## src/rtl/i2c_rx_pkg.sv

```systemverilog
package i2c_rx_pkg;

  typedef enum logic [2:0] {
    ST_IDLE,
    ST_ADDR,
    ST_DATA,
    ST_ACK_SETUP,
    ST_ACK_HOLD,
    ST_IGNORE
  } rx_state_e;

  localparam int BYTE_W = 8;
  localparam int ADDR7_W = 7;

  localparam logic [2:0] REG_DATA   = 3'd0;
  localparam logic [2:0] REG_RAW    = 3'd1;
  localparam logic [2:0] REG_MASK   = 3'd2;
  localparam logic [2:0] REG_STATUS = 3'd3;
  localparam logic [2:0] REG_THRESH = 3'd4;
  localparam logic [2:0] REG_OWN    = 3'd5;
  localparam logic [2:0] REG_OVCLR  = 3'd6;
  localparam logic [2:0] REG_INTR   = 3'd7;

  localparam int RAW_LEVEL_BIT = 2;
  localparam int RAW_OVF_BIT   = 1;
  localparam int STAT_NE_BIT   = 3;

endpackage

```

## src/rtl/i2c_rx_linemon.sv

```systemverilog
module i2c_rx_linemon #(
  parameter int SYNC_STAGES = 2
) (
  input  logic clk,
  input  logic rst_n,
  input  logic scl_i,
  input  logic sda_i,
  output logic scl_s,
  output logic sda_s,
  output logic scl_rise,
  output logic scl_fall,
  output logic start_det,
  output logic stop_det
);

  logic [SYNC_STAGES-1:0] scl_ff;
  logic [SYNC_STAGES-1:0] sda_ff;
  logic                   scl_q;
  logic                   sda_q;

  always_ff @(posedge clk or negedge rst_n) begin
    if (!rst_n) begin
      scl_ff <= '1;
      sda_ff <= '1;
      scl_q  <= 1'b1;
      sda_q  <= 1'b1;
    end else begin
      scl_ff <= {scl_ff[SYNC_STAGES-2:0], scl_i};
      sda_ff <= {sda_ff[SYNC_STAGES-2:0], sda_i};
      scl_q  <= scl_s;
      sda_q  <= sda_s;
    end
  end

  assign scl_s     = scl_ff[SYNC_STAGES-1];
  assign sda_s     = sda_ff[SYNC_STAGES-1];
  assign scl_rise  = scl_s & ~scl_q;
  assign scl_fall  = ~scl_s & scl_q;
  // SDA moving while SCL stays high marks a bus condition
  assign start_det = scl_s & scl_q & sda_q & ~sda_s;
  assign stop_det  = scl_s & scl_q & ~sda_q & sda_s;

endmodule

```

## src/rtl/i2c_rx_ctrl.sv

```systemverilog
module i2c_rx_ctrl
  import i2c_rx_pkg::*;
(
  input  logic                clk,
  input  logic                rst_n,
  input  logic                scl_rise,
  input  logic                scl_fall,
  input  logic                start_det,
  input  logic                stop_det,
  input  logic                sda_s,
  input  logic [ADDR7_W-1:0]  own_addr,
  output logic                push,
  output logic [BYTE_W-1:0]   push_data,
  output logic                sda_oe,
  output rx_state_e           state
);

  localparam int CNT_W = $clog2(BYTE_W);
  localparam logic [CNT_W-1:0] LAST_BIT = CNT_W'(BYTE_W - 1);

  rx_state_e          st_q, st_n;
  logic [CNT_W-1:0]   cnt_q, cnt_n;
  logic [BYTE_W-1:0]  sh_q, sh_n;
  logic               drv_q, drv_n;
  logic               push_q, push_n;
  logic [BYTE_W-1:0]  byte_in;
  logic               addr_hit;

  assign byte_in  = {sh_q[BYTE_W-2:0], sda_s};
  assign addr_hit = (byte_in[BYTE_W-1:1] == own_addr) && !byte_in[0];

  always_comb begin
    st_n   = st_q;
    cnt_n  = cnt_q;
    sh_n   = sh_q;
    drv_n  = drv_q;
    push_n = 1'b0;
    if (stop_det) begin
      st_n  = ST_IDLE;
      drv_n = 1'b0;
    end else if (start_det) begin
      st_n  = ST_ADDR;
      cnt_n = '0;
      drv_n = 1'b0;
    end else begin
      unique case (st_q)
        ST_ADDR: if (scl_rise) begin
          sh_n = byte_in;
          if (cnt_q == LAST_BIT) st_n = addr_hit ? ST_ACK_SETUP : ST_IGNORE;
          else                   cnt_n = cnt_q + 1'b1;
        end
        ST_DATA: if (scl_rise) begin
          sh_n = byte_in;
          if (cnt_q == LAST_BIT) begin
            push_n = 1'b1;
            st_n   = ST_ACK_SETUP;
          end else begin
            cnt_n = cnt_q + 1'b1;
          end
        end
        ST_ACK_SETUP: if (scl_fall) begin
          drv_n = 1'b1;
          st_n  = ST_ACK_HOLD;
        end
        ST_ACK_HOLD: if (scl_fall) begin
          drv_n = 1'b0;
          cnt_n = '0;
          st_n  = ST_DATA;
        end
        default: ;
      endcase
    end
  end

  always_ff @(posedge clk or negedge rst_n) begin
    if (!rst_n) begin
      st_q   <= ST_IDLE;
      cnt_q  <= '0;
      sh_q   <= '0;
      drv_q  <= 1'b0;
      push_q <= 1'b0;
    end else begin
      st_q   <= st_n;
      cnt_q  <= cnt_n;
      sh_q   <= sh_n;
      drv_q  <= drv_n;
      push_q <= push_n;
    end
  end

  assign push      = push_q;
  assign push_data = sh_q;
  assign sda_oe    = drv_q;
  assign state     = st_q;

endmodule

```

## src/rtl/i2c_rx_fifo.sv

```systemverilog
module i2c_rx_fifo #(
  parameter int DEPTH = 8,
  parameter int WIDTH = 8,
  localparam int AW = (DEPTH > 1) ? $clog2(DEPTH) : 1,
  localparam int CW = $clog2(DEPTH + 1)
) (
  input  logic             clk,
  input  logic             rst_n,
  input  logic             push,
  input  logic [WIDTH-1:0] push_data,
  input  logic             pop,
  output logic [WIDTH-1:0] head,
  output logic             full,
  output logic             empty,
  output logic [CW-1:0]    count
);

  logic [WIDTH-1:0] mem [DEPTH];
  logic [AW-1:0]    wr_q, rd_q;
  logic [CW-1:0]    cnt_q, cnt_n;
  logic             do_push, do_pop;

  function automatic logic [AW-1:0] ptr_inc(input logic [AW-1:0] p);
    return (p == AW'(DEPTH - 1)) ? '0 : p + 1'b1;
  endfunction

  assign full    = (cnt_q == CW'(DEPTH));
  assign empty   = (cnt_q == '0);
  assign do_push = push & ~full;
  assign do_pop  = pop & ~empty;

  always_comb begin
    cnt_n = cnt_q;
    unique case ({do_push, do_pop})
      2'b10:   cnt_n = cnt_q + 1'b1;
      2'b01:   cnt_n = cnt_q - 1'b1;
      default: ;
    endcase
  end

  always_ff @(posedge clk) begin
    if (do_push) mem[wr_q] <= push_data;
  end

  always_ff @(posedge clk or negedge rst_n) begin
    if (!rst_n) begin
      wr_q  <= '0;
      rd_q  <= '0;
      cnt_q <= '0;
    end else begin
      if (do_push) wr_q <= ptr_inc(wr_q);
      if (do_pop)  rd_q <= ptr_inc(rd_q);
      cnt_q <= cnt_n;
    end
  end

  assign head  = mem[rd_q];
  assign count = cnt_q;

endmodule

```

## src/rtl/i2c_rx_target.sv

```systemverilog
module i2c_rx_target
  import i2c_rx_pkg::*;
#(
  parameter int                 DEPTH        = 8,
  parameter int                 SYNC_STAGES  = 2,
  parameter logic [ADDR7_W-1:0] OWN_ADDR_RST = 7'h50
) (
  input  logic       clk,
  input  logic       rst_n,
  input  logic       scl_i,
  input  logic       sda_i,
  output logic       sda_oe,
  input  logic [2:0] reg_addr,
  input  logic       reg_rd,
  input  logic       reg_wr,
  input  logic [7:0] reg_wdata,
  output logic [7:0] reg_rdata,
  output logic       irq
);

  localparam int CW = $clog2(DEPTH + 1);

  logic scl_s, sda_s, scl_rise, scl_fall, start_det, stop_det;
  logic push, pop, ovf_clr, ovf_set;
  logic [BYTE_W-1:0] push_data, head;
  logic fifo_full, fifo_empty;
  logic [CW-1:0] fifo_cnt;
  rx_state_e state;

  logic [ADDR7_W-1:0] own_q;
  logic [1:0]         mask_q;
  logic [CW-1:0]      thr_q;
  logic               ovf_q, ovf_n;
  logic [7:0]         raw_w, mask_w, intr_w;

  i2c_rx_linemon #(.SYNC_STAGES(SYNC_STAGES)) u_mon (
    .clk(clk), .rst_n(rst_n), .scl_i(scl_i), .sda_i(sda_i),
    .scl_s(scl_s), .sda_s(sda_s), .scl_rise(scl_rise), .scl_fall(scl_fall),
    .start_det(start_det), .stop_det(stop_det)
  );

  i2c_rx_ctrl u_ctrl (
    .clk(clk), .rst_n(rst_n), .scl_rise(scl_rise), .scl_fall(scl_fall),
    .start_det(start_det), .stop_det(stop_det), .sda_s(sda_s),
    .own_addr(own_q), .push(push), .push_data(push_data),
    .sda_oe(sda_oe), .state(state)
  );

  i2c_rx_fifo #(.DEPTH(DEPTH), .WIDTH(BYTE_W)) u_fifo (
    .clk(clk), .rst_n(rst_n), .push(push), .push_data(push_data), .pop(pop),
    .head(head), .full(fifo_full), .empty(fifo_empty), .count(fifo_cnt)
  );

  assign pop     = reg_rd && (reg_addr == REG_DATA);
  assign ovf_clr = reg_rd && (reg_addr == REG_OVCLR);
  assign ovf_set = push && fifo_full;

  // a new drop wins over a clear in the same cycle
  always_comb begin
    ovf_n = ovf_q;
    if (ovf_clr) ovf_n = 1'b0;
    if (ovf_set) ovf_n = 1'b1;
  end

  always_ff @(posedge clk or negedge rst_n) begin
    if (!rst_n) begin
      own_q  <= OWN_ADDR_RST;
      mask_q <= '0;
      thr_q  <= '0;
      ovf_q  <= 1'b0;
    end else begin
      if (reg_wr && reg_addr == REG_OWN)    own_q  <= reg_wdata[ADDR7_W-1:0];
      if (reg_wr && reg_addr == REG_MASK)   mask_q <= {reg_wdata[RAW_LEVEL_BIT], reg_wdata[RAW_OVF_BIT]};
      if (reg_wr && reg_addr == REG_THRESH) thr_q  <= reg_wdata[CW-1:0];
      ovf_q <= ovf_n;
    end
  end

  always_comb begin
    raw_w  = '0;
    mask_w = '0;
    raw_w[RAW_LEVEL_BIT]  = (fifo_cnt > thr_q);
    raw_w[RAW_OVF_BIT]    = ovf_q;
    mask_w[RAW_LEVEL_BIT] = mask_q[1];
    mask_w[RAW_OVF_BIT]   = mask_q[0];
    intr_w = raw_w & mask_w;
  end

  assign irq = |intr_w;

  always_comb begin
    reg_rdata = '0;
    unique case (reg_addr)
      REG_DATA:   reg_rdata = fifo_empty ? '0 : head;
      REG_RAW:    reg_rdata = raw_w;
      REG_MASK:   reg_rdata = mask_w;
      REG_STATUS: reg_rdata[STAT_NE_BIT] = ~fifo_empty;
      REG_THRESH: reg_rdata = 8'(thr_q);
      REG_OWN:    reg_rdata = 8'(own_q);
      REG_OVCLR:  reg_rdata = '0;
      REG_INTR:   reg_rdata = intr_w;
      default:    reg_rdata = '0;
    endcase
  end

endmodule

```

## config.mk

```make
export PLATFORM = sky130hd
export DESIGN_NAME = i2c_rx_target
export DESIGN_NICKNAME = d
export VERILOG_FILES = /design/src/rtl/i2c_rx_pkg.sv /design/src/rtl/i2c_rx_linemon.sv /design/src/rtl/i2c_rx_ctrl.sv /design/src/rtl/i2c_rx_fifo.sv /design/src/rtl/i2c_rx_target.sv
export SDC_FILE = /design/constraint.sdc
export NUM_CORES = 1
export LEC_CHECK = 0
export ABC_AREA = 1
export BUFFER_PORTS_ARGS = -buffer_cell sky130_fd_sc_hd__clkbuf_2
export CORE_UTILIZATION = 30
export CTS_BUF_LIST = sky130_fd_sc_hd__clkbuf_4
export CTS_CLUSTER_SIZE = 14
export DETAILED_ROUTE_END_ITERATION = 7
export MAX_ROUTING_LAYER = met4
export SYNTH_ARGS = -nofsm -noshare
export SYNTH_HDL_FRONTEND = slang
export SYNTH_SLANG_ARGS = --single-unit
```

## constraint.sdc

```tcl
create_clock -name clk -period 3.45 [get_ports clk]
set_input_delay 0 -clock clk [delete_from_list [all_inputs] [get_ports clk]]
set_output_delay 0 -clock clk [all_outputs]
set_load 0.005 [all_outputs]
```

Word-level counts from Yosys, hierarchy flattened
Memory sizes are Yosys's and may differ from the RTL's. Index checks and enable logic that the tools add are counted. W data, S select, Z words.

Add/sub/neg operators: 5. $lt $le $gt $ge: 1. Equal/unequal tests: 27. Muxes and demuxes: 36. Bitwise operators: 18. Reduce and logical (&&, ||, !) cells: 22.

Operator list (number): $mux W3 (15); $eq A3 B3 Y1 const B (8); $pmux W3 S6 (1); $ne A4 B4 Y1 const B (4); $mux W1 (13); $eq A3 B2 Y1 const B (4); $pmux W3 S4 (1); $pmux W4 S3 (1); $add A3 B1 Y3 const B (3); $and A1 B1 Y1 (9); $mux W8 (1); $ne A4 B3 Y1 const B (2); $not A1 Y1 (8); $pmux W4 S2 (1); $reduce_or A8 Y1 (1); $eq A7 B7 Y1 (1); $logic_and A1 B1 Y1 (7); $reduce_and A7 Y1 (1); $eq A3 B1 Y1 const B (2); $ne A3 B3 Y1 const B (2); $pmux W1 S6 (1); $pmux W3 S2 (1); $reduce_bool A6 Y1 (1); $reduce_and A5 Y1 (1); 19 further kinds (20).

Bits in registers: 46. Bits in writable memories: 64. Output and inout bits: 10. Word-level logic and storage cells: 126. Memories: 1.

Memory list: u_fifo.mem (depth 8, width 8, read ports 1, clocked after Yosys merged registers in 0, write ports 1, line i2c_rx_fifo.sv:18) `logic [WIDTH-1:0] mem [DEPTH];`.

Longest topological paths before layout
Gate-level depths: netlist of the first run.

Depth in word-level cells: 8. Mapped depth: 11. Mapped depth without buffers: 11.

Hierarchy
From an unflattened synthesis of the first run, not the netlist that was laid out.

Cell total of the unflattened synthesis: 580. Area total of the unflattened synthesis: 5451.5 µm².

By module, submodules not included: i2c_rx_fifo (instances 1, cells each 301, area each 3328.2 µm², seq. area each 2172.1 µm²); i2c_rx_ctrl (instances 1, cells each 139, area each 1019.7 µm², seq. area each 400.4 µm²); i2c_rx_target (instances 1, cells each 123, area each 904.6 µm², seq. area each 352.8 µm²); i2c_rx_linemon (instances 1, cells each 17, area each 198.9 µm², seq. area each 157.7 µm²).

Worst setup path after synthesis of the first run
No wires, ideal clock.

Kind: register -> register. From: register u_fifo.cnt_q[1], in the netlist u_fifo.count[1]. To: register u_fifo.cnt_q[3], in the netlist u_fifo.count[3]. Library setup time: 0.131 ns. Arrival: 1.975 ns. Path slack: 1.345 ns. Stages on the path, launching flop included: 12. Path buffers: 0. Path through: dfrtp_1 > nor2_1 > nand3_1 > nand2_1 > nor2_1 > ha_1 > ha_1 > a21oi_1 > nand2_1 > a21oi_1 > o21ai_0 > xor2_1.

Word-level cells in the longest chain between the ends: 5.

RTL lines: start: declaration (line i2c_rx_fifo.sv:20) `logic [CW-1:0] cnt_q, cnt_n;`; start signal: assignment (line i2c_rx_fifo.sv:53) `cnt_q <= cnt_n;`; $logic_not A4 Y1 (*) (line i2c_rx_fifo.sv:28) `assign empty = (cnt_q == '0);`; $not A1 Y1 (*) (line i2c_rx_fifo.sv:30) `assign do_pop = pop & ~empty;`; $and A1 B1 Y1 (*) (line i2c_rx_fifo.sv:30); via u_fifo.do_pop (line i2c_rx_fifo.sv:21) `logic do_push, do_pop;`; $eq A2 B1 Y1 / $eq A2 B2 Y1 (equally long branches) (line i2c_rx_fifo.sv:34) `unique case ({do_push, do_pop})`; $pmux W4 S2 / $reduce_bool A2 Y1 (equally long branches).

Mark *: on every way through the listed nets, which the timed path passes. The rest lies on a longest branch. A chain may end at the register's enable or synchronous reset.

Worst setup path in the final report of the first run
Same ends and word-level chain as after synthesis.

==> results of run 1 <==
final timing paths:
path | start | end | slack (ns) | depth (start not counted)
max in group asynchronous | rst_n | u_ctrl.state[2]$_DFFE_PN0P_ | 2.69 | 3
worst max register to register | u_fifo.count[1]$_DFFE_PN0P_ | u_fifo.count[3]$_DFFE_PN0P_ | 0.92 | 11
min in group clk | sda_i | u_mon.sda_ff[0]$_DFF_PN1_ | 0.16 | 2
worst max-delay path | u_fifo.count[1]$_DFFE_PN0P_ | u_fifo.count[3]$_DFFE_PN0P_ | 0.92 | 11
worst min-delay path | rst_n | own_q[5]$_DFFE_PN0P_ | 0.15 | 3
worst min register to register | u_mon.scl_ff[0]$_DFF_PN1_ | u_mon.scl_ff[1]$_DFF_PN1_ | 0.37 | 0
layout make-up:
class	instances	area (sq um)	share of cell area [%]
multi-input cells	333	1720	30.0
repair buffers	45	320	5.60
inverters	51	191	3.34
flip-flops and latches	110	3080	53.9
clock inverters	6	61.3	1.07
clock buffers	10	75.1	1.31
well taps	220	275	4.81
synth_stat cells, types with 4 or more instances:
master / n / share of area [%]
edfxtp_1: 64 / 38
nor2_1: 67 / 5.0
nand2_1: 95 / 7.1
o21ai_0: 76 / 7.5
nand4_1: 4 / 0.50
o21ai_1: 5 / 0.50
o221ai_1: 4 / 0.69
ha_1: 13 / 3.2
inv_1: 48 / 3.6
buf_2: 7 / 0.69
nand3_1: 24 / 2.4
dfstp_2: 8 / 4.2
clkbuf_1: 4 / 0.30
dfrtp_1: 38 / 19
a21oi_1: 9 / 0.89
sequential cells by signal, summed over array words and instances, names as in the netlist:
signal            count
own_q                 7
u_fifo.count          4
thr_q                 4
u_mon.scl_ff          2
u_ctrl.state          3
u_mon.sda_ff          2
u_ctrl.cnt_q          3
u_ctrl.push_data      8
u_fifo.wr_q           3
u_ctrl.sda_oe         1
ovf_q                 1
u_ctrl.push           1
u_mon.scl_q           1
u_fifo.mem           64
u_mon.sda_q           1
mask_q                2
u_fifo.rd_q           3
worst max-delay path, delay by kind of cell, from the launching register on:
family	cells	cell delay [ns]
and+or+nand+nor	5	0.75
xor gates and xnor gates	1	0.16
AOI/OAI and AO/OA	3	0.41
DFF	1	0.47
adders and majority gates	2	0.65
logic make-up after synthesis:
kind of cell | after synthesis | synth area share, %
XOR/XNOR | 5 | 0.867
buffers and inverters | 63 | 5.00
multiplexers | 5 | 1.26
flip-flops | 110 | 61.0
AO/OA/AOI/OAI | 105 | 11.4
AND/OR/NAND/NOR | 204 | 16.9
adder cells (fa/ha/maj) | 14 | 3.61
metrics by stage:
stage | hold WS [ns] | area, sq um | power [W] | instances | utilization (%)
3_5_place_dp | -0.140 | 5410 | 0.00311 | 741 | 32.7
3_3_place_gp | -0.147 | 5410 | 0.00305 | 741 | 32.7
6_report | 0.151 | 5720 | 0.00374 | 775 | 34.6
2_1_floorplan | -0.296 | 5050 | 0.00273 | 506 | -
4_1_cts | 0.134 | 5720 | 0.00377 | 775 | 34.6
5_1_grt | 0.142 | 5720 | 0.00404 | 775 | 34.6
metal layers:
metal,routed length [microns],part of all wire (%)
met2,5480,51
met1,4740,44
met5,0,0
met4,152,1.4
met3,342,3.2
power by group through the flow:
| stage | registers [W] | logic [W] | clock network, W |
|---|---|---|---|
| 6_report | 0.00193 | 0.00116 | 0.000645 |
| 5_1_grt | 0.00198 | 0.00135 | 0.000712 |
| 4_1_cts | 0.00194 | 0.00117 | 0.000660 |
| 3_5_place_dp | 0.00196 | 0.00115 | 0 |
| 3_3_place_gp | 0.00195 | 0.00110 | 0 |
| 2_1_floorplan | 0.00184 | 0.000893 | 0 |
==> results.cfg, run 1 <==
[critical_path]
critPathCaptureType = flip-flop
start_kind = flip-flop
slowest_delay_ns = 0.47
worstPathArrival_ns = 2.89
cp.required_ns = 3.81
crit_fanout = 7
slowest_stage = dfrtp_1
path_class = reg -> reg
path_cells = nor2_1, nand3_1, nand2_1, nor2_1, ha_1, ha_1, a21oi_1, nand2_1, a21oi_1, o21ai_0, xor2_1

[power_and_ir_drop]
p_seq_share_pct = 51.7
switching_share_pct = 38.0
peakVddDrop_v = 0.000242
power_frac_clock_pct = 17.3
p_sw_w = 0.00142
p_per_area_nw_per_um2 = 653
power_frac_comb_pct = 31.0
p_leak_nw = 2.39
internal_power_w = 0.00232

[sta]
post-route-min-period_ns = 2.53
relSlewSlack_pct = 43.3
rsz0062_at_grt = no
max_freq_mhz = 395
hold_violations = 0
period_share_pct = 73.3
setup_viol = 0
final_max_slew_viol_count = 0
setup_ws_ns = 0.922
worst-slew-pin-transition_ns = 0.848
tns_ns = 0
finClkSkew_ns = 0.0158

[synthesis]
yosysSeqAreaShare_pct = 61.0
synth_top_flop_cell = edfxtp_1
synth_area_sq_um = 5050
synth-seq-cells = 110
synth_cell_types = 36
synth_edf_count = 64
ys_warn_count = 0
synthCells = 506
synth_area_per_cell_sq_um = 9.99
synth_nets = 537
synthArstFlopShare_pct = 41.8

[finish]
final_nets = 581
antenna_cells = 0
final_cell_mix = 95 x nand2_1, 76 x o21ai_0, 67 x nor2_1, 64 x edfxtp_1, 48 x inv_1
final_common_cell = nand2_1
drive_above_1_share_pct = 12.3
fillCellCount = 1651
area_growth_pct = 13.3

[floorplanning]
die_h_microns = 132
initial_utilization_pct = 30.6
fp.dieW_microns = 132
die-area_sq_um = 17400
io_pins = 27
row_count = 47
core_sq_um = 16500

[place]
io_buffers = 25
gp_congestion = 0.804
pre_cts_slack_ns = 0.965
dp_hpwl_microns = 7570

[clock_network]
numClockSinks = 110
path_clk_slew_ns = 0.16
tritoncts = done
post-cts-setup-buffers = 0
root_buffer = clkbuf_4
cts_made_buffers = 9
post_cts_resized = 0
clock_latency_ns = 0.46
htreeDepth = 3
ctsHoldBuffers = 18
clk_path_buf_depth = 2

[drt]
routed_wl_microns = 10700
num_vias = 3652
drt_iter0_drc = 161
antenna_left = 0
drc_errors = 0
dr.pass1.iters = 4
viasPerCell = 4.71
wl_per_cell_microns = 13.8

[global_routing]
use_met3_pct = 1.73
top_usage_layer = met2
met1_usage_pct = 15.2
grt-ovfl-total = 0
grt_use_total_pct = 13.3
antenna_found_initial = 0
gr-usage-met2_pct = 23.5
grt_pass1_wl_microns = 17800
grt_max_degree = 40
grt_pass1_vias = 3722

[outcome]
status = completed

[min_path]
holdCritPathClass = in -> async

[flow_run]
max_cap_viol_count = 0
Note: power is estimated with default switching activity, not from simulation.
==> run 2: changes to the inputs <==
ABC_AREA = 0   (was 1)
clock period = 2.1 ns   (was 3.45 ns; I/O delays follow)
==> run 2 against run 1 <==
Synthesized area is 0.57% lower. Highest routed layer unchanged. Combinational power rose by 92%. Routed wire length shrank 3.7%. Critical path depth shrank 1. First-iteration DRC count fell by 13%. The run now ends with negative setup slack left. Largest power group unchanged. Critical path type unchanged. Global-route usage down 0.41 points.
==> results.cfg, run 2 <==
[finish]
finish.utilization_pct = 37.4
top_register = u_fifo.mem
stdcell_area_sq_um = 6020
fillCellCount = 1561
multi_input_area_sq_um = 1910
final_nets = 441
layout.cells.non_filler = 632
final_common_cell = edfxtp_1
area_growth_pct = 19.8
register_area_sq_um = 3090
drive_above_1_share_pct = 36.9
largest_reg_flops = 64
final_cell_mix = 64 x edfxtp_1, 35 x dfrtp_1, 29 x buf_4, 25 x clkbuf_2, 20 x mux2_2

[power_and_ir_drop]
switching_share_pct = 32.5
power_frac_clock_pct = 14.6
p_seq_share_pct = 49.1
peakVddDrop_v = 0.000373
p_leak_nw = 2.33
power_frac_comb_pct = 36.3
internal_power_w = 0.00415
p_per_area_nw_per_um2 = 1020
p_sw_w = 0.00200

[clock_network]
numClockSinks = 110
htreeDepth = 3
clock_latency_ns = 0.46
path_clk_slew_ns = 0.16
tritoncts = done
root_buffer = clkbuf_4
cts_made_buffers = 9
clk_path_buf_depth = 2

[sta]
relSlewSlack_pct = 56.2
setup_viol = 2
setup_ws_ns = -0.0659
finClkSkew_ns = 0.0147
hold_violations = 0
max_freq_mhz = 462
worst-slew-pin-transition_ns = 0.657
period_share_pct = 103
final_max_slew_viol_count = 0
post-route-min-period_ns = 2.17
rsz0062_at_grt = yes

[outcome]
status = finished, violations left
failed_checks = negative setup slack

[flow_run]
max_cap_viol_count = 0

[synthesis]
synth_common_cells = 64 x edfxtp_1, 38 x dfrtp_1, 20 x mux2_2, 20 x nor2_1, 17 x nand2_1
synth_top_area_share_pct = 38.2
synth-seq-cells = 110
ys_warn_count = 0
yosys.cell_count.top_type = edfxtp_1
synthCells = 338
synth_nets = 369
yosysSeqAreaShare_pct = 61.4
synth_area_leader_cell = edfxtp_1
synth_area_per_cell_sq_um = 14.9
synth.area.top_cells = edfxtp_1 38%, dfrtp_1 19%, mux4_2 7.2%
synth_edf_count = 64
synth_top_flop_cell = edfxtp_1
synth_cell_types = 57
synthArstFlopShare_pct = 41.8
synth_area_sq_um = 5020

[floorplanning]
row_count = 46
fp.dieW_microns = 131
core_sq_um = 16100
die_h_microns = 131
initial_utilization_pct = 31.2
io_pins = 27
die-area_sq_um = 17300

[drt]
drt_iter0_drc = 140
dr.pass1.iters = 4
viasPerCell = 4.68
wl_per_cell_microns = 16.3
num_vias = 2955
antenna_left = 0
routed_wl_microns = 10300
drc_errors = 0

[critical_path]
crit_top_cell = ha_4
cp.required_ns = 2.47
cp_num_buf_inv = 1
slowest_delay_ns = 0.51
crit_family = simple AND/OR/NAND/NOR gates
critPathCaptureType = flip-flop
path_cells = o41ai_2, or4b_4, inv_4, ha_4, ha_4, a21o_1, a21oi_2, xnor2_1, nor2_1, xor2_1
worstPathArrival_ns = 2.54
crit_fanout = 3
start_kind = flip-flop
slowest_stage = or4b_4
path_class = reg -> reg

[global_routing]
grt_max_degree = 47
grt_use_total_pct = 12.9
grt_pass1_vias = 3038
grt-ovfl-total = 0
grt_pass1_wl_microns = 16500
antenna_found_initial = 1

[place]
io_buffers = 25
dpl-instance-area_sq_um = 5570
dp_hpwl_microns = 7090
gp_congestion = 0.834
pre_cts_slack_ns = -0.0661
dpl.cell_count = 592

[min_path]
holdCritPathClass = in -> reg
[run 2: cell types whose count changed after synthesis, sizes merged, moves of 19 or more]
cell	change
inv	-40
mux2	+19
nand2	-79
nand3	-24
nor2	-49
o21ai	-68
[run 2: layer usage]
layer	routed length [microns]	share of wire [%]	global-route usage (%)	vias up
li1	-	-	-	1418
met1	4670	45	15.6	1479
met2	5150	50	20.9	52
met3	390	3.8	3.78	6
met4	111	1.1	3.55	0
met5	0	0	-	-
[run 2: worst min-delay path, stage by stage]
cell and delay [ns]:
clkbuf_2 0.10, or4b_4 0.14, buf_4 0.13, a21o_1 0.11
[run 2: cell families after synthesis]
family,after synthesis,share of synthesized area [%]
flops,110,61.4
simple gates,78,8.39
mux,56,16.0
compound gates,43,5.73
buf+inv,25,2.84
fa+ha+maj,14,3.64
xor+xnor,12,2.09
[run 2: per-stage QoR]
stage,power [W],TNS (ns),hold slack [ns]
after CTS,0.00608,-0.203,0.0189
after global routing,0.00656,-0.532,0.0300
after detailed placement,0.00496,-0.0731,0.0890
final,0.00615,-0.0904,0.0472
after floorplan,0.00434,-0.117,-0.296
after global placement,0.00490,-0.0499,0.0922
[run 2: final timing paths]
path                            cells after the start  slack [ns]                           to                        start
max in group asynchronous                           3        1.50   u_fifo.rd_q[1]$_DFFE_PN0P_                        rst_n
worst max register to register                     10       -0.07  u_fifo.count[3]$_DFFE_PN0P_  u_fifo.count[1]$_DFFE_PN0P_
worst min-delay path                                4        0.05   u_fifo.rd_q[0]$_DFFE_PN0P_                  reg_addr[1]
min in group asynchronous                           3        0.15  u_ctrl.cnt_q[2]$_DFFE_PN0P_                        rst_n
worst max-delay path                               10       -0.07  u_fifo.count[3]$_DFFE_PN0P_  u_fifo.count[1]$_DFFE_PN0P_
worst min register to register                      0        0.37    u_mon.sda_ff[1]$_DFF_PN1_    u_mon.sda_ff[0]$_DFF_PN1_
[run 2: timing repair]
| item | CTS | global route |
|---|---|---|
| hold buffers | 15 | 0 |
| gates resized for setup | 9 | 16 |
| pin swaps | 3 | 5 |
| setup buffers | 5 | 2 |
| endpoints found under the hold margin | 63 | 0 |
| gates cloned | 0 | 1 |
| setup endpoints to repair | 10 | 33 |
[run 2: final cells by class]
cell class | count | share of cell area [%]
flip-flops and latches | 110 | 51.3
diodes | 1 | 0.0416
clock inverters | 7 | 0.665
multi-input cells | 203 | 31.7
inverters | 12 | 0.914
clock buffers | 9 | 1.12
well taps | 216 | 4.49
repair buffers | 74 | 9.79
[run 2: power by group through the flow]
stage               clock, W  sequential (W)  combinational, W
floorplan                  0         0.00288           0.00146
global placement           0         0.00303           0.00187
detailed placement         0         0.00304           0.00192
CTS                 0.000951         0.00300           0.00213
global route         0.00103         0.00306           0.00247
finish              0.000899         0.00302           0.00223
